`config.mk`:
```
export PLATFORM = sky130hd
export DESIGN_NAME = qspi_ctrl
export DESIGN_NICKNAME = d
export VERILOG_FILES = /design/src/rtl/qspi_pkg.sv /design/src/rtl/qspi_queue.sv /design/src/rtl/qspi_shift.sv /design/src/rtl/qspi_seq.sv /design/src/rtl/qspi_ctrl.sv
export SDC_FILE = /design/constraint.sdc
export NUM_CORES = 1
export LEC_CHECK = 0
export ABC_AREA = 1
export BUFFER_PORTS_ARGS = -buffer_cell sky130_fd_sc_hd__buf_2
export CORE_MARGIN = 2
export CORE_UTILIZATION = 35
export CTS_BUF_LIST = sky130_fd_sc_hd__clkbuf_8 sky130_fd_sc_hd__clkbuf_16
export CTS_CLUSTER_SIZE = 10
export DETAILED_ROUTE_END_ITERATION = 6
export SYNTH_ARGS = -nofsm -noshare
export SYNTH_HDL_FRONTEND = slang
export SYNTH_SLANG_ARGS = --single-unit
```
`constraint.sdc`:
```
create_clock -name clk -period 3.4 [get_ports clk]
set_clock_uncertainty 0.15 [all_clocks]
set_input_delay 0.51 -clock clk [delete_from_list [all_inputs] [get_ports clk]]
set_output_delay 0.51 -clock clk [all_outputs]
set_load 0.005 [all_outputs]
```
`src/rtl/qspi_pkg.sv`:
```
package qspi_pkg;

    typedef enum logic [1:0] {
        SQ_IDLE = 2'd0,
        SQ_LOAD = 2'd1,
        SQ_XFER = 2'd2,
        SQ_GAP  = 2'd3
    } seq_st_t;

    function automatic int unsigned idx_bits(input int unsigned n);
        return (n > 1) ? $clog2(n) : 1;
    endfunction

endpackage

```
`src/rtl/qspi_queue.sv`:
```
module qspi_queue #(
    parameter int DEPTH  = 16,
    parameter int DATA_W = 16,
    parameter int LEN_W  = 4,
    parameter int CS_W   = 2,
    parameter int DLY_W  = 8,
    parameter int IDX_W  = 4
) (
    input  logic              clk,
    input  logic              rst,
    input  logic              wr_en,
    input  logic [IDX_W-1:0]  wr_idx,
    input  logic [DATA_W-1:0] wr_data,
    input  logic [LEN_W-1:0]  wr_len,
    input  logic [CS_W-1:0]   wr_cs,
    input  logic [DLY_W-1:0]  wr_dly,
    input  logic [IDX_W-1:0]  rd_idx,
    output logic [DATA_W-1:0] rd_data,
    input  logic [IDX_W-1:0]  eng_idx,
    output logic [DATA_W-1:0] eng_data,
    output logic [LEN_W-1:0]  eng_len,
    output logic [CS_W-1:0]   eng_cs,
    output logic [DLY_W-1:0]  eng_dly,
    input  logic              wb_en,
    input  logic [DATA_W-1:0] wb_data
);

    logic [DATA_W-1:0] dat_q [DEPTH];
    logic [LEN_W-1:0]  len_q [DEPTH];
    logic [CS_W-1:0]   cs_q  [DEPTH];
    logic [DLY_W-1:0]  dly_q [DEPTH];

    for (genvar s = 0; s < DEPTH; s++) begin : g_slot
        localparam logic [IDX_W-1:0] SLOT = IDX_W'(s);
        always_ff @(posedge clk) begin
            if (rst) begin
                dat_q[s] <= '0;
                len_q[s] <= '0;
                cs_q[s]  <= '0;
                dly_q[s] <= '0;
            end else if (wr_en && wr_idx == SLOT) begin
                dat_q[s] <= wr_data;
                len_q[s] <= wr_len;
                cs_q[s]  <= wr_cs;
                dly_q[s] <= wr_dly;
            end else if (wb_en && eng_idx == SLOT) begin
                dat_q[s] <= wb_data;
            end
        end
    end

    assign rd_data  = dat_q[rd_idx];
    assign eng_data = dat_q[eng_idx];
    assign eng_len  = len_q[eng_idx];
    assign eng_cs   = cs_q[eng_idx];
    assign eng_dly  = dly_q[eng_idx];

endmodule

```
`src/rtl/qspi_shift.sv`:
```
module qspi_shift #(
    parameter int DATA_W = 16,
    parameter int LEN_W  = 4,
    parameter int HALF   = 4
) (
    input  logic              clk,
    input  logic              rst,
    input  logic              go,
    input  logic [DATA_W-1:0] tx,
    input  logic [LEN_W-1:0]  len_m1,
    input  logic              miso,
    output logic              sclk,
    output logic              mosi,
    output logic              done,
    output logic [DATA_W-1:0] rx
);

    localparam int DIV_W = (HALF > 1) ? $clog2(HALF) : 1;
    localparam logic [DIV_W-1:0] DIV_LAST = DIV_W'(HALF - 1);
    localparam logic [LEN_W-1:0] TOP_BIT  = LEN_W'(DATA_W - 1);

    logic              active;
    logic [DATA_W-1:0] sh;
    logic [LEN_W-1:0]  left;
    logic [DIV_W-1:0]  div;

    always_ff @(posedge clk) begin
        if (rst) begin
            active <= 1'b0;
            sh     <= '0;
            rx     <= '0;
            left   <= '0;
            div    <= '0;
            sclk   <= 1'b0;
            done   <= 1'b0;
        end else begin
            done <= 1'b0;
            if (!active) begin
                if (go) begin
                    active <= 1'b1;
                    sh     <= tx << (TOP_BIT - len_m1);
                    rx     <= '0;
                    left   <= len_m1;
                    div    <= DIV_LAST;
                    sclk   <= 1'b0;
                end
            end else if (div != '0) begin
                div <= div - 1'b1;
            end else begin
                div <= DIV_LAST;
                if (!sclk) begin
                    sclk <= 1'b1;
                    rx   <= {rx[DATA_W-2:0], miso};
                end else begin
                    sclk <= 1'b0;
                    if (left == '0) begin
                        active <= 1'b0;
                        done   <= 1'b1;
                    end else begin
                        left <= left - 1'b1;
                        sh   <= {sh[DATA_W-2:0], 1'b0};
                    end
                end
            end
        end
    end

    assign mosi = active & sh[DATA_W-1];

endmodule

```
`src/rtl/qspi_seq.sv`:
```
module qspi_seq
    import qspi_pkg::*;
#(
    parameter int IDX_W  = 4,
    parameter int CS_W   = 2,
    parameter int NUM_CS = 4,
    parameter int DLY_W  = 8
) (
    input  logic              clk,
    input  logic              rst,
    input  logic              start,
    input  logic              stop,
    input  logic              wrap_en,
    input  logic [IDX_W-1:0]  last_idx,
    input  logic [CS_W-1:0]   ent_cs,
    input  logic [DLY_W-1:0]  ent_dly,
    input  logic              shift_done,
    output logic [IDX_W-1:0]  idx,
    output logic              go,
    output logic              wb_en,
    output logic [NUM_CS-1:0] cs_n,
    output logic              busy,
    output logic              done,
    output logic              wrap_pulse
);

    seq_st_t          st;
    logic [DLY_W-1:0] gap;
    logic             stop_req;
    logic             halt_now;

    assign halt_now = stop_req | stop;

    always_ff @(posedge clk) begin
        if (rst) begin
            st         <= SQ_IDLE;
            idx        <= '0;
            cs_n       <= '1;
            gap        <= '0;
            stop_req   <= 1'b0;
            done       <= 1'b0;
            wrap_pulse <= 1'b0;
        end else begin
            wrap_pulse <= 1'b0;
            if (stop && st != SQ_IDLE) stop_req <= 1'b1;
            case (st)
                SQ_IDLE: begin
                    if (start) begin
                        idx      <= '0;
                        stop_req <= 1'b0;
                        done     <= 1'b0;
                        st       <= SQ_LOAD;
                    end
                end
                SQ_LOAD: begin
                    for (int c = 0; c < NUM_CS; c++) begin
                        cs_n[c] <= (ent_cs != CS_W'(c));
                    end
                    st <= SQ_XFER;
                end
                SQ_XFER: begin
                    if (shift_done) begin
                        cs_n <= '1;
                        gap  <= ent_dly;
                        st   <= SQ_GAP;
                    end
                end
                SQ_GAP: begin
                    if (gap != '0) begin
                        gap <= gap - 1'b1;
                    end else if (halt_now) begin
                        st <= SQ_IDLE;
                    end else if (idx == last_idx) begin
                        if (wrap_en) begin
                            idx        <= '0;
                            wrap_pulse <= 1'b1;
                            st         <= SQ_LOAD;
                        end else begin
                            done <= 1'b1;
                            st   <= SQ_IDLE;
                        end
                    end else begin
                        idx <= idx + 1'b1;
                        st  <= SQ_LOAD;
                    end
                end
                default: st <= SQ_IDLE;
            endcase
        end
    end

    assign go    = (st == SQ_LOAD);
    assign wb_en = (st == SQ_XFER) && shift_done;
    assign busy  = (st != SQ_IDLE);

endmodule

```
`src/rtl/qspi_ctrl.sv`:
```
module qspi_ctrl
    import qspi_pkg::*;
#(
    parameter int DEPTH  = 16,
    parameter int DATA_W = 16,
    parameter int NUM_CS = 4,
    parameter int DLY_W  = 8,
    parameter int HALF   = 4,
    localparam int IDX_W = idx_bits(DEPTH),
    localparam int LEN_W = idx_bits(DATA_W),
    localparam int CS_W  = idx_bits(NUM_CS),
    localparam int ENT_W = DLY_W + CS_W + LEN_W + DATA_W
) (
    input  logic              clk,
    input  logic              rst,
    input  logic              host_we,
    input  logic [IDX_W-1:0]  host_addr,
    input  logic [ENT_W-1:0]  host_wdata,
    output logic [DATA_W-1:0] host_rdata,
    input  logic              start,
    input  logic              stop,
    input  logic              wrap_en,
    input  logic [IDX_W-1:0]  last_idx,
    output logic              busy,
    output logic              done,
    output logic              wrap_pulse,
    output logic              wr_err,
    output logic              sclk,
    output logic              mosi,
    input  logic              miso,
    output logic [NUM_CS-1:0] cs_n
);

    logic [IDX_W-1:0]  eng_idx;
    logic [DATA_W-1:0] eng_data;
    logic [LEN_W-1:0]  eng_len;
    logic [CS_W-1:0]   eng_cs;
    logic [DLY_W-1:0]  eng_dly;
    logic              go;
    logic              wb_en;
    logic              shift_done;
    logic [DATA_W-1:0] rx_word;
    logic              host_ok;

    assign host_ok = host_we & ~busy;

    qspi_queue #(
        .DEPTH(DEPTH), .DATA_W(DATA_W), .LEN_W(LEN_W),
        .CS_W(CS_W), .DLY_W(DLY_W), .IDX_W(IDX_W)
    ) i_queue (
        .clk     (clk),
        .rst     (rst),
        .wr_en   (host_ok),
        .wr_idx  (host_addr),
        .wr_data (host_wdata[DATA_W-1:0]),
        .wr_len  (host_wdata[DATA_W +: LEN_W]),
        .wr_cs   (host_wdata[DATA_W+LEN_W +: CS_W]),
        .wr_dly  (host_wdata[DATA_W+LEN_W+CS_W +: DLY_W]),
        .rd_idx  (host_addr),
        .rd_data (host_rdata),
        .eng_idx (eng_idx),
        .eng_data(eng_data),
        .eng_len (eng_len),
        .eng_cs  (eng_cs),
        .eng_dly (eng_dly),
        .wb_en   (wb_en),
        .wb_data (rx_word)
    );

    qspi_seq #(
        .IDX_W(IDX_W), .CS_W(CS_W), .NUM_CS(NUM_CS), .DLY_W(DLY_W)
    ) i_seq (
        .clk       (clk),
        .rst       (rst),
        .start     (start),
        .stop      (stop),
        .wrap_en   (wrap_en),
        .last_idx  (last_idx),
        .ent_cs    (eng_cs),
        .ent_dly   (eng_dly),
        .shift_done(shift_done),
        .idx       (eng_idx),
        .go        (go),
        .wb_en     (wb_en),
        .cs_n      (cs_n),
        .busy      (busy),
        .done      (done),
        .wrap_pulse(wrap_pulse)
    );

    qspi_shift #(
        .DATA_W(DATA_W), .LEN_W(LEN_W), .HALF(HALF)
    ) i_shift (
        .clk   (clk),
        .rst   (rst),
        .go    (go),
        .tx    (eng_data),
        .len_m1(eng_len),
        .miso  (miso),
        .sclk  (sclk),
        .mosi  (mosi),
        .done  (shift_done),
        .rx    (rx_word)
    );

    always_ff @(posedge clk) begin
        if (rst) begin
            wr_err <= 1'b0;
        end else if (start && !busy) begin
            wr_err <= 1'b0;
        end else if (host_we && busy) begin
            wr_err <= 1'b1;
        end
    end

endmodule

```
==> results.md <==
Die:
- The initial utilization of the core area, before any placement, comes to 35.38%.
- The core region is 0.08055 mm2.
- The number of I/O pins is 71.
- The die covers 0.08372 mm2.
- The number of rows created at floorplan is 104.
- The die outline width is 289.3 um.
- Measured along the y axis, the die boundary spans 289.3 um.

Synthesis:
- Counting flops with a built-in enable in the synthesized netlist gives 480.
- During synthesis, Yosys emitted a total of 0 warnings.
- The mapped cell area is 0.02850 mm2.
- The dominant cell type by area after synthesis is sky130_fd_sc_hd__edfxtp_1.
- The net count after synthesis is 3225.
- The most used flip-flop cell after synthesis is sky130_fd_sc_hd__edfxtp_1.
- Counting instances in the post-synthesis netlist gives the leading cell types as sky130_fd_sc_hd__edfxtp_1, sky130_fd_sc_hd__nand2_1, sky130_fd_sc_hd__nor2_1.
- Counting flops and latches in the post-synthesis netlist gives 547.
- The average footprint of a synthesized cell is 8.995 um2.
- The number of unique standard cell types used by synthesis is 42.
- Yosys attributes the largest share of cell area to sky130_fd_sc_hd__edfxtp_1, sky130_fd_sc_hd__o22ai_1, sky130_fd_sc_hd__nand2_1, sky130_fd_sc_hd__nand3_1, sky130_fd_sc_hd__nor2_1.
- Of the post-synthesis cell area, the dominant cell type holds 50.58%.
- The share of flip-flops with an asynchronous set or reset after synthesis is 0%.
- The gate count after technology mapping is 3168.
- In the post-synthesis netlist, the cell with the most instances is sky130_fd_sc_hd__edfxtp_1.
- Summing the sequential cell areas from Yosys gives 55.29% of the chip area.

Power:
- In this run switching power makes up 36.60% of total power.
- The internal portion of the total power is 13.65 mW.
- The total net switching power is 7.879 mW.
- The power share of the combinational group is 31.6%.
- The worst vdd rail ir drop is 342.6 uV.
- The part of the total power dissipated in sequential elements is 37.3%.
- Power spread over the standard cell area amounts to 670.8 mW/mm2.
- The share of power burned in the clock network is 31.1%.
- Summed over all cells, the static leakage comes to 12.19 nW.

Clock network:
- The clock root buffer master is sky130_fd_sc_hd__clkbuf_16.
- The H-tree was split into 3 levels.
- Clock-pin slew was measured on the worst setup and hold paths at 50 ps.
- At the later pin of the worst-skew pair, clock insertion delay measures 630 ps.
- The total of cells resized after clock tree synthesis is 0.
- The clock tree from TritonCTS is yes.
- In this run the deepest clock path goes through 3 buffers.
- Counting the buffers created by CTS gives 67.
- The clock net in this run drives a total of 547 sinks.

STA:
- Headroom to the max-slew limit came out at 30.92%.
- Setup repair after global routing left no endpoint under its margin.
- Setup violations remaining at the end of the flow were counted as 0.
- The fmax is 317.3 MHz.
- The max-slew violation count is 0.
- At the pin with the least slew margin, the transition time is 1036 ps.
- The number of hold violations in the final report was 0.
- The final hold slack is 51.42 ps.
- Summed over all failing endpoints, the final setup total negative slack is 0 ps.
- For the finished layout, the period the worst path requires is 3152 ps.
- After layout, the worst path uses 92.71% of the clock period.

Routing:
- The number of design-rule violations left by the first detailed-router iteration is 3511.
- The total iterations of the first detailed-routing run is 6.
- For this block, the routed nets add up to 106.4 mm of wire.
- The vias per cell is 5.923.
- The final antenna-violating net count is 0.
- The average detailed-routed wire length per instance is 24.83 um.
- For this block, the via count after detailed routing is 25380.
- For this run, design rule violations remaining after detail routing come to 0.

Worst setup path:
- Traced cell by cell, the critical path runs through buf_2 -> nor2_1 -> inv_2 -> buf_4 -> o22ai_1 -> o21ai_0 -> nand4_1 -> buf_2.
- The combined buffer and inverter count along the critical path is 4.
- The slowest stage of the critical path is the sky130_fd_sc_hd__nand4_1 cell.
- Among the stages of the critical path, the cell type that occurs most often is sky130_fd_sc_hd__buf_2.
- The worst setup path is of the in2out kind.
- The signal arrival time at the worst endpoint is 2490 ps.
- Of all nets on the critical path, the largest fanout is 29.
- On the worst path, the slowest cell contributes a delay of 370 ps.
- The kind of end point of the critical path is an output pin.
- At the worst endpoint, the required time is 2740 ps.
- The cell class contributing the biggest share of worst-path delay is buffers and inverters.
- The worst setup path is launched from a primary input.

Cells and area:
- The net total in the final layout is 3239.
- Relative to the synthesized area, the layout overhead comes to 12.62%.
- Once layout is complete, the cells apart from fillers number 4285.
- After routing the design area is 0.03209 mm2.
- After filler insertion, the fill cell instance count of the layout stands at 7877.
- The layout cell share with drive strength beyond 1 is 10.55%.

Global route:
- The number of global-route vias before repair is 23610.
- Summed over all layers, the global routing overflow is 0.
- Entering global routing, the biggest net connects 77 pins.
- The number of antenna violations at the first check in global routing is 3.
- The global router's overall resource usage is 25.04%.
- The first-pass GRT wire length is 155.3 mm.

Placement:
- The number of placed instances, taps included is 4171.
- Once placement finished, the instance area stood at 0.03007 mm2.
- In this run the tool buffered the top-level ports with 70 buffer cells.
- The placed wire-length estimate is 64.52 mm.
- The global placement routability congestion is 0.9091.

Flow run:
- The number of maximum-capacitance constraint violations is 0.

Min path:
- The tightest min-delay check is of the in2reg type.

Status:
- The flow ran to the end, and the final reports show no timing, DRC or antenna violations.
==> flip-flops by register name, indices dropped and copies added (netlist names), named ones only <==
name	flops
i_queue.dat_q	256
i_queue.dly_q	128
i_queue.len_q	64
i_queue.cs_q	32
i_shift.rx	16
i_shift.sh	16
i_seq.gap	8
i_seq.cs_n	4
i_seq.idx	4
i_shift.left	4
i_seq.st	2
i_shift.div	2
i_seq.done	1
i_seq.stop_req	1
i_seq.wrap_pulse	1
i_shift.active	1
i_shift.done	1
i_shift.sclk	1
wr_err	1
==> worst reg2reg max path, stage by stage (launching register included) <==
cell and delay, ps:
sky130_fd_sc_hd__dfxtp_4 360, sky130_fd_sc_hd__buf_4 550, sky130_fd_sc_hd__nor2_1 120, sky130_fd_sc_hd__o21ai_1 100, sky130_fd_sc_hd__nand3_1 70, sky130_fd_sc_hd__nand3_1 160, sky130_fd_sc_hd__nand2_1 400, sky130_fd_sc_hd__inv_2 380
sky130_fd_sc_hd__nand3_1 120, sky130_fd_sc_hd__nand2_1 110, sky130_fd_sc_hd__nand2_1 60, sky130_fd_sc_hd__nand3_1 90, sky130_fd_sc_hd__nand2_1 50, sky130_fd_sc_hd__nor2_1 80, sky130_fd_sc_hd__nor2_1 40
==> cell usage in the layout (no fill, tap or decap), types with 4 or more instances in the layout <==
cell and n:
sky130_fd_sc_hd__a21oi_1 80, sky130_fd_sc_hd__a221oi_2 5, sky130_fd_sc_hd__a31oi_1 4, sky130_fd_sc_hd__buf_12 11, sky130_fd_sc_hd__buf_2 70, sky130_fd_sc_hd__buf_4 134
sky130_fd_sc_hd__clkbuf_16 69, sky130_fd_sc_hd__clkinv_1 9, sky130_fd_sc_hd__dfxtp_1 63, sky130_fd_sc_hd__edfxtp_1 480, sky130_fd_sc_hd__ha_1 12, sky130_fd_sc_hd__inv_1 343
sky130_fd_sc_hd__inv_2 9, sky130_fd_sc_hd__nand2_1 448, sky130_fd_sc_hd__nand2_2 7, sky130_fd_sc_hd__nand3_1 286, sky130_fd_sc_hd__nand3_2 8, sky130_fd_sc_hd__nand4_1 28
sky130_fd_sc_hd__nor2_1 383, sky130_fd_sc_hd__nor2_2 6, sky130_fd_sc_hd__nor2_4 4, sky130_fd_sc_hd__nor3_1 4, sky130_fd_sc_hd__o211ai_1 90, sky130_fd_sc_hd__o21a_1 5
sky130_fd_sc_hd__o21ai_0 233, sky130_fd_sc_hd__o21ai_1 35, sky130_fd_sc_hd__o221ai_1 28, sky130_fd_sc_hd__o22ai_1 331, sky130_fd_sc_hd__xnor2_1 4, sky130_fd_sc_hd__xor2_1 4
==> stage by stage <==
stage | utilization [%] | setup slack, ps | total power, mW
after global placement | 37.33 | 431.1 | 14.76
after detailed placement | 37.33 | 426.1 | 14.80
final | 39.84 | 248.0 | 21.53
after CTS | 39.83 | 421.1 | 21.44
after global routing | 39.83 | 222.6 | 22.56
after floorplan | - | 453.7 | 13.04
==> routing by layer <==
layer  part of all wire [%]  routed length (um)  global-route usage (%)
met1                     40               42350                   34.24
met2                     43               45670                   37.14
met3                     13               13390                   6.016
met4                    4.7                4986                   12.20
met5                      0                   0                       0
==> cell families after synthesis <==
kind of cell	Yosys count	share of synthesized area, %
AO/OA/AOI/OAI	819	17.32
XOR/XNOR	8	0.2458
adder cells (fa/ha/maj)	12	0.5269
buffers and inverters	603	9.247
flip-flops	547	55.29
AND/OR/NAND/NOR	1179	17.37
==> power by group through the flow <==
stage,Sequential [mW],Clock [mW],Combinational (mW)
4_1_cts,8.02,6.75,6.67
5_1_grt,8.07,7.02,7.48
3_5_place_dp,8.16,0,6.64
3_3_place_gp,8.15,0,6.61
2_1_floorplan,8.08,0,4.95
6_report,8.02,6.70,6.81
==> layout make-up <==
type / instances / area (um2) / share of cell area (%)
inverters: 331 / 1247 / 3.887
clock inverters: 40 / 269.0 / 0.8382
diodes: 3 / 7.507 / 0.02339
multi-input cells: 2018 / 10150 / 31.63
flip-flops and latches: 547 / 15770 / 49.13
repair buffers: 217 / 1597 / 4.975
well taps: 1060 / 1326 / 4.133
clock buffers: 69 / 1727 / 5.380
==> path summary, 6_finish.rpt <==
check / from / endpoint / slack (ps) / cells after the start
worst min register to register: i_seq.cs_n[2]$_SDFFE_PP1P_ / i_seq.cs_n[2]$_SDFFE_PP1P_ / 310 / 2
worst max-delay path: host_addr[1] / host_rdata[12] / 250 / 8
worst max register to register: register / i_shift.sh[10]$_SDFFE_PP0P_ / 440 / 14
worst min-delay path: wrap_en / i_seq.wrap_pulse$_SDFF_PP0_ / 50 / 3
==> timing repair <==
item,4_1_cts,5_1_grt
hold buffers,2,0
hold endpoints to repair,3,0
buffers inserted,0,0
No activity file was read; power rests on OpenSTA's default activity.
